File: src/rtl/esc_link_pkg.sv
package esc_link_pkg;

  typedef enum logic [1:0] {
    ST_IDLE  = 2'd0,
    ST_ESC   = 2'd1,
    ST_PSEND = 2'd2,
    ST_PCHK  = 2'd3
  } link_st_e;

endpackage

File: src/rtl/esc_rsp_check.sv
module esc_rsp_check (
  input  logic chk_on,
  input  logic phase_on,
  input  logic exp_p,
  input  logic rsp_p,
  input  logic rsp_n,
  output logic bad
);

  logic split;
  logic wrong_phase;

  always_comb begin
    split       = (rsp_p == rsp_n);
    wrong_phase = phase_on && (rsp_p != exp_p);
    bad         = chk_on && (split || wrong_phase);
  end

endmodule

File: src/rtl/esc_fwd_pair.sv
module esc_fwd_pair (
  input  logic clk,
  input  logic rst_n,
  input  logic drive_on,
  output logic fwd_p,
  output logic fwd_n
);

  logic p_q;
  logic n_q;

  always_ff @(posedge clk or negedge rst_n) begin
    if (!rst_n) begin
      p_q <= 1'b0;
      n_q <= 1'b1;
    end else begin
      p_q <= drive_on;
      n_q <= ~drive_on;
    end
  end

  assign fwd_p = p_q;
  assign fwd_n = n_q;


  fwd_complement_chk: assert property (@(posedge clk) disable iff (!rst_n)
    p_q != n_q);

endmodule

File: src/rtl/esc_link_fsm.sv
module esc_link_fsm
  import esc_link_pkg::*;
#(
  parameter int unsigned RSP_CYC = 3
) (
  input  logic clk,
  input  logic rst_n,
  input  logic esc_req,
  input  logic ping_req,
  input  logic rsp_p,
  input  logic rsp_n,
  output logic drive_on,
  output logic ping_ack,
  output logic integ_fail
);

  localparam int unsigned CW = (RSP_CYC > 1) ? $clog2(RSP_CYC) : 1;
  localparam logic [CW-1:0] LAST = CW'(RSP_CYC - 1);

  link_st_e st_q, st_d;
  logic [CW-1:0] cnt_q, cnt_d;
  logic cnt_en;
  logic ack_q, ack_d;
  logic fail_q;
  logic bad;
  logic chk_on, phase_on, exp_p;

  assign chk_on   = (st_q != ST_IDLE);
  assign phase_on = (st_q == ST_PCHK);
  assign exp_p    = ~cnt_q[0];

  esc_rsp_check u_chk (
    .chk_on   (chk_on),
    .phase_on (phase_on),
    .exp_p    (exp_p),
    .rsp_p    (rsp_p),
    .rsp_n    (rsp_n),
    .bad      (bad)
  );

  always_comb begin
    st_d   = st_q;
    cnt_d  = cnt_q;
    cnt_en = 1'b0;
    ack_d  = 1'b0;
    unique case (st_q)
      ST_IDLE: begin
        if (esc_req)       st_d = ST_ESC;
        else if (ping_req) st_d = ST_PSEND;
      end
      ST_ESC: begin
        if (!esc_req) st_d = ST_IDLE;
      end
      ST_PSEND: begin
        if (esc_req) begin
          st_d = ST_ESC;
        end else begin
          st_d   = ST_PCHK;
          cnt_d  = '0;
          cnt_en = 1'b1;
        end
      end
      ST_PCHK: begin
        if (esc_req) begin
          st_d = ST_ESC;
        end else if (bad) begin
          st_d = ST_IDLE;
        end else if (cnt_q == LAST) begin
          st_d  = ST_IDLE;
          ack_d = 1'b1;
        end else begin
          cnt_d  = cnt_q + 1'b1;
          cnt_en = 1'b1;
        end
      end
      default: st_d = ST_IDLE;
    endcase
  end

  assign drive_on = (st_d == ST_ESC) || (st_d == ST_PSEND);

  always_ff @(posedge clk or negedge rst_n) begin
    if (!rst_n) begin
      st_q   <= ST_IDLE;
      ack_q  <= 1'b0;
      fail_q <= 1'b0;
    end else begin
      st_q   <= st_d;
      ack_q  <= ack_d;
      fail_q <= bad;
    end
  end

  always_ff @(posedge clk or negedge rst_n) begin
    if (!rst_n)      cnt_q <= '0;
    else if (cnt_en) cnt_q <= cnt_d;
  end

  assign ping_ack   = ack_q;
  assign integ_fail = fail_q;


  ack_pulse_chk: assert property (@(posedge clk) disable iff (!rst_n)
    ack_q |=> !ack_q);


  split_flag_chk: assert property (@(posedge clk) disable iff (!rst_n)
    (st_q != ST_IDLE && rsp_p == rsp_n) |=> fail_q);


  idle_quiet_chk: assert property (@(posedge clk) disable iff (!rst_n)
    (st_q == ST_IDLE) |=> !fail_q);


  esc_preempt_chk: assert property (@(posedge clk) disable iff (!rst_n)
    (esc_req && (st_q == ST_PSEND || st_q == ST_PCHK)) |=> (!ack_q && st_q == ST_ESC));

endmodule

File: src/rtl/esc_diff_sender.sv
module esc_diff_sender #(
  parameter int unsigned RSP_CYC = 3
) (
  input  logic clk,
  input  logic rst_n,
  input  logic esc_req,
  input  logic ping_req,
  input  logic rsp_p,
  input  logic rsp_n,
  output logic ping_ack,
  output logic integ_fail,
  output logic fwd_p,
  output logic fwd_n
);

  logic drive_on;

  esc_link_fsm #(.RSP_CYC(RSP_CYC)) u_fsm (
    .clk        (clk),
    .rst_n      (rst_n),
    .esc_req    (esc_req),
    .ping_req   (ping_req),
    .rsp_p      (rsp_p),
    .rsp_n      (rsp_n),
    .drive_on   (drive_on),
    .ping_ack   (ping_ack),
    .integ_fail (integ_fail)
  );

  esc_fwd_pair u_fwd (
    .clk      (clk),
    .rst_n    (rst_n),
    .drive_on (drive_on),
    .fwd_p    (fwd_p),
    .fwd_n    (fwd_n)
  );


  esc_drive_chk: assert property (@(posedge clk) disable iff (!rst_n)
    esc_req |=> (fwd_p && !fwd_n));


  esc_release_chk: assert property (@(posedge clk) disable iff (!rst_n)
    (!esc_req && !ping_req) |=> !fwd_p);

endmodule

File: config.mk
export PLATFORM = sky130hd
export DESIGN_NAME = esc_diff_sender
export DESIGN_NICKNAME = d
export VERILOG_FILES = /design/src/rtl/esc_link_pkg.sv /design/src/rtl/esc_rsp_check.sv /design/src/rtl/esc_fwd_pair.sv /design/src/rtl/esc_link_fsm.sv /design/src/rtl/esc_diff_sender.sv
export SDC_FILE = /design/constraint.sdc
export NUM_CORES = 1
export LEC_CHECK = 0
export CAP_MARGIN = 20
export CORE_AREA = 4 4 41 43
export CTS_BUF_LIST = sky130_fd_sc_hd__clkbuf_4 sky130_fd_sc_hd__clkbuf_8
export CTS_CLUSTER_DIAMETER = 150
export DETAILED_ROUTE_END_ITERATION = 10
export DIE_AREA = 0 0 45 47
export DONT_BUFFER_PORTS = 1
export HOLD_SLACK_MARGIN = 0.03
export SLEW_MARGIN = 40
export SYNTH_ARGS = -nofsm -noshare
export SYNTH_HDL_FRONTEND = slang
export SYNTH_SLANG_ARGS = --single-unit
File: constraint.sdc
create_clock -name clk -period 2.1 [get_ports clk]
set_clock_uncertainty 0.2 [all_clocks]
set_input_delay 0 -clock clk [delete_from_list [all_inputs] [get_ports clk]]
set_output_delay 0 -clock clk [all_outputs]
set_load 0.02 [all_outputs]
==> Yosys cells after proc, flatten, opt, wreduce, memory -nomap -nowiden <==
Index checks and enable logic that the tools add are counted.
{ "totals": {"output_inout_bits": 4, "elab_cells": 51, "input_bits": 6, "register_bits": 8} }
{ "classes": {"eq_ne": 12, "n_reduce_logical": 8, "n_addsub": 1, "n_mux": 22, "bitwise": 2} }
{ "ops": {"columns": ["cell", "n"], "rows": [
  ["$mux W2", 11],
  ["$eq A2 B2 Y1 const B", 4],
  ["$mux W1", 8],
  ["$ne A2 B2 Y1 const B", 4],
  ["$pmux W2 S4", 1],
  ["$reduce_and A6 Y1", 1],
  ["$eq A2 B1 Y1 const B", 2],
  ["$pmux W2 S2", 1],
  ["$reduce_bool A2 Y1", 2],
  ["$add A2 B1 Y2 const B", 1],
  ["$logic_and A1 B1 Y1", 2],
  ["$logic_not A2 Y1", 1],
  ["$logic_or A1 B1 Y1", 2],
  ["$not A1 Y1", 2],
  ["$pmux W1 S2", 1],
  ["$eq A1 B1 Y1", 1],
  ["$ne A1 B1 Y1", 1]
]} }

==> Logic depth before layout (Yosys ltp) <==
{ "logic_depth": {"depth_word": 11, "ltp_mapped": 7, "ltp_nobuf": 6} }

==> Modules after synthesis <==
A second synthesis with hierarchy kept.
{ "hier_totals": {"cells_unflattened": 35, "hier_area_um2": 381.6} }
{ "by_module_without_submodules": {"columns": ["module", "cells_each", "area_each_um2", "instances", "seq_area_each_um2"], "rows": [
  ["esc_link_fsm", 27, 289.0, 1, 150.1],
  ["esc_fwd_pair", 3, 55.1, 1, 51.3],
  ["esc_rsp_check", 5, 37.5, 1, 0.0]
]} }

==> Worst setup path before layout <==
No wires, ideal clock.
{ "synth_timing": {"kind": "register to register", "start": "register u_fsm.cnt_q[0]", "end": "register u_fsm.cnt_q[1]", "setup_time_ns": 0.126, "path_slack_ns": 0.393, "required_time_ns": 1.774, "period_less_slack_ns": 1.707, "path_buffers": 1, "stages_incl_launch_ff": 8, "t_arrival_ns": 1.381, "path_cell_list": "dfrtp_1 > buf_6 > inv_1 > ha_1 > inv_1 > a31oi_1 > nor4b_2 > a311o_1"} }
{ "synth_between": {"elab_chain_cells": 9, "elab_cells_between_ends": 18, "classes_between": "add/sub (1); eq/ne (4); mux (8); bitwise (1); reduce/logical (4)"} }
{ "synth_lines": {"columns": ["item", "line_no", "text"], "rows": [
  ["start: declaration", "esc_link_fsm.sv:21", "logic [CW-1:0] cnt_q, cnt_d;"],
  ["start signal: assignment", "esc_link_fsm.sv:96", "else if (cnt_en) cnt_q <= cnt_d;"],
  ["$not A1 Y1", "esc_link_fsm.sv:30", "assign exp_p = ~cnt_q[0];"],
  ["$ne A1 B1 Y1", "esc_rsp_check.sv:15", "wrong_phase = phase_on && (rsp_p != exp_p);"],
  ["$logic_and A1 B1 Y1", "esc_rsp_check.sv:15", null],
  ["$logic_or A1 B1 Y1", "esc_rsp_check.sv:16", "bad = chk_on && (split || wrong_phase);"],
  ["$logic_and A1 B1 Y1", "esc_rsp_check.sv:16", null],
  ["$mux W1", "esc_link_fsm.sv:66", "end else if (bad) begin"],
  ["$mux W1", "esc_link_fsm.sv:64", "if (esc_req) begin"],
  ["$pmux W1 S2", "esc_link_fsm.sv:46", "unique case (st_q)"],
  ["$reduce_and A6 Y1 (no source line)", null, null]
]} }
Parallel ways exist; a longest one is shown, timed or not. The select of a mux whose other input is x is not followed.
A chain may end at the register's enable or synchronous reset.

==> Worst setup path in the final report <==
{ "layout_timing": {"start": "register u_fsm.cnt_q[0]", "end": "register u_fsm.st_q[1]"} }
{ "layout_between": {"elab_chain_cells": 8, "elab_cells_between_ends": 10, "classes_between": "eq/ne (2); mux (4); bitwise (1); reduce/logical (3)"} }
{ "layout_lines": {"columns": ["item", "line_no", "text"], "rows": [
  ["$not A1 Y1", "esc_link_fsm.sv:30", null],
  ["$ne A1 B1 Y1", "esc_rsp_check.sv:15", null],
  ["$logic_and A1 B1 Y1", "esc_rsp_check.sv:15", null],
  ["$logic_or A1 B1 Y1", "esc_rsp_check.sv:16", null],
  ["$logic_and A1 B1 Y1", "esc_rsp_check.sv:16", null],
  ["$mux W2 *", "esc_link_fsm.sv:66", null],
  ["$mux W2 *", "esc_link_fsm.sv:64", null],
  ["$pmux W2 S4 *", "esc_link_fsm.sv:46", null],
  ["named net u_fsm.st_d[1]", "esc_link_fsm.sv:20", "link_st_e st_q, st_d;"],
  ["end signal: assignment", "esc_link_fsm.sv:88", "st_q <= st_d;"],
  ["end: declaration", "esc_link_fsm.sv:20", null]
]} }
The timed path passes the listed nets; every way through them passes the cells marked *.

==> flow_summary_export.csv <==
group,metric,value,unit
synth,synthDistinctLibCells,25,
clock_network,post_cts_buffers,0,
cells_and_area,design_area,553,um2
route,viasPerCell,5.04,
clock_network,cts-htree-levels,1,
clock_network,clock-sinks,8,
setup_path,cp_cell_sequence,"inv_1 -> ha_1 -> inv_1 -> nand3_1 -> a21oi_1 -> dlygate4sd3_1",
cells_and_area,drive_above_1_share,0.148,
setup_path,cpPeakStageDelay,560,ps
cells_and_area,nNetsFinal,62,
global_routing,grt_pass1_wl,1490,um
timing,tns,0,ps
synth,syn_inst,43,
setup_path,critPathRequiredTime,2090,ps
floorplanning,dieWidth,45,um
floorplanning,ios,10,
synth,synth_edf_count,0,
placed_design,dp_hpwl,610,um
cells_and_area,fin_util,0.425,
global_routing,busiest_layer,"met2",
floorplanning,dieArea,2120,um2
clock_network,clk_latency,250,ps
global_routing,gr-total-overflow,0,
setup_path,worst_setup_path_start_kind,"register",
power_and_ir_drop,cellPowerDensity,694,nW/um2
timing,timing.final.crit_period,1930,ps
global_routing,grt_start_max_net_pins,11,
job,cap_violations,0,
clock_network,clock-root-buffer,"clkbuf_4",
synth,ys_async_sr_fraction,1.00,
route,wirelength,844,um
timing,rsz0062_at_grt,"no",
setup_path,worstSetupPathType,"reg2reg",
synth,yosysSeqAreaShare,0.469,
timing,whs,41.9,ps
outcome,outcome,"finished clean",
clock_network,cts_buffer_depth,2,
floorplanning,core_area,1300,um2
placed_design,place_area,432,um2
timing,worst_pin_slew,353,ps
clock_network,clkTransAtPathRegs,50,ps
synth,ys_ff_latch,8,
route,drt_iter0_markers,7,
global_routing,global_route.usage.met3,0.0651,
clock_network,numCtsBuffers,3,
setup_path,slowest_stage,"dlygate4sd3_1",
global_routing,met2_usage,0.161,
synth,synth_top_area_cell,"dfrtp_1",
setup_path,critPathCaptureType,"register",
floorplanning,initial_core_util,0.330,
timing,max-slew-margin-rel,0.764,
route,ant_nets,0,
synth,synth_area_leaders,"dfrtp_1 (41%), dfstp_2 (6.1%), nor4b_1 (4.1%), a21oi_1 (3.5%), nand2_1 (3.5%)",
cells_and_area,mostFrequentLayoutCells,"dlygate4sd3_1 (9), dfrtp_1 (6), nand2_1 (4), clkbuf_4 (4)",
global_routing,grt_antenna_before_repair,0,
global_routing,grt_util_met1,0.105,
cells_and_area,seqCellArea,203,um2
synth,ys_warn_count,0,
power_and_ir_drop,vdd_drop_max,281,uV
synth,synth_ff_type,"dfrtp_1",
route,wl_per_cell,12.2,um
cells_and_area,final_cells,69,
cells_and_area,final_common_cell,"dlygate4sd3_1",
cells_and_area,area_growth,28.9,%
placed_design,globalplace.congestion,0.859,
timing,finalHoldViolations,0,
synth,synth_nets,50,
setup_path,worst-path-max-fanout,9,
setup_path,path_common_cell,"inv_1",
route,route.vias.total,348,
timing,final.period_utilization,0.917,
route,drt-pass1-iter-count,4,
hold_path,hold_class,"in2reg",
timing,max_freq,519,MHz
cells_and_area,n_fill_cell,141,
synth,syn_avg_cell_area,9.98,um2
synth,synth_area,429,um2
global_routing,grt_pass1_vias,360,
timing,setup_viol,0,
floorplanning,rows,13,
floorplanning,die_h,47,um
synth,yosysTopAreaCellShare,0.408,
route,route.detailed.drc,0,
cells_and_area,multi_input_area,200,um2
power_and_ir_drop,leakage,0.233,nW
global_routing,grtUsageTotal,0.102,
cells_and_area,num_antenna_cells,0,
setup_path,worstPathArrival,1920,ps
setup_path,rrSetupSlack,170,ps
placed_design,dp_cells,56,
clock_network,cts_tree,"built",
placed_design,portBuffers,0,
timing,maxSlewViolCount,0,
[final cells by class]
class                           count  share of cell area
Sequential cell                     8               0.367
Multi-Input combinational cell     30               0.362
Tap cell                           15              0.0339
Inverter                            3              0.0204
Clock buffer                        4              0.0543
Timing Repair Buffer                9               0.163
[cells in the mapped netlist (2+ instances only)]
| master | instances |
|---|---|
| dfrtp_1 | 7 |
| nand2_1 | 4 |
| a21oi_1 | 3 |
| inv_1 | 3 |
| a31oi_1 | 2 |
| nand2b_1 | 2 |
| nand3_1 | 2 |
| nor4b_1 | 2 |
| o21ai_0 | 2 |
[critical path, delay by kind of cell, from the launching register on]
family	cells	cell delay, ps
AOI/OAI and AO/OA	1	160
and+or+nand+nor	1	130
DFF	1	440
buffers and inverters	3	720
adders and majority gates	1	230
[registers in the layout, summed over array words and instances (netlist names)]
name,count
u_fwd.fwd_p,1
u_fwd.fwd_n,1
u_fsm.cnt_q,2
u_fsm.integ_fail,1
u_fsm.st_q,2
u_fsm.ping_ack,1
[kinds of logic (layout without fill, tap and decap cells)]
group,after synthesis,after routing,share of synthesized area
DFF,8,8,0.469
and+or+nand+nor,15,15,0.219
xor gates and xnor gates,2,2,0.0408
buffers and inverters,5,16,0.0641
adders and majority gates,1,1,0.0291
AOI/OAI and AO/OA,12,12,0.178
[worst paths after layout]
path                       cells past startpoint        endpoint      startpoint
setup / recovery                               6   u_fsm.st_q[1]  u_fsm.cnt_q[0]
hold / removal                                 4   u_fsm.st_q[0]           rsp_n
setup reg to reg                               6   u_fsm.st_q[1]  u_fsm.cnt_q[0]
hold reg to reg                                1  u_fsm.cnt_q[1]  u_fsm.cnt_q[1]
max in group asynchronous                      2     u_fwd.fwd_n           rst_n
min in group asynchronous                      2  u_fsm.ping_ack           rst_n
[repair_timing]
item | 4_1_cts | 5_1_grt
setup endpoints to repair | 0 | 1
resized for setup | 0 | 1
hold endpoints to repair | 16 | 0
hold buffers | 9 | 0
[power by group]
group	switching [mW]	internal [mW]	total, mW	leakage [nW]
registers	0.0204	0.167	0.188	0.0909
logic	0.0267	0.0325	0.0592	0.124
clock network	0.0512	0.0855	0.137	0.0184
[per-layer routing]
metal  part of all wire  wire length (um)  vias up
met1               0.43               363      164
met3              0.069                58        0
li1                   -                 -      174
met4                  0                 0        0
met5                  0                 0        -
met2               0.50               421       10
[through the flow]
step / total power [mW] / setup slack [ps]
6_report: 0.384 / 175
5_1_grt: 0.413 / 31.9
4_1_cts: 0.393 / 142
3_5_place_dp: 0.230 / 248
3_3_place_gp: 0.229 / 276
2_1_floorplan: 0.226 / 393
No activity file was read; power rests on OpenSTA's default activity.
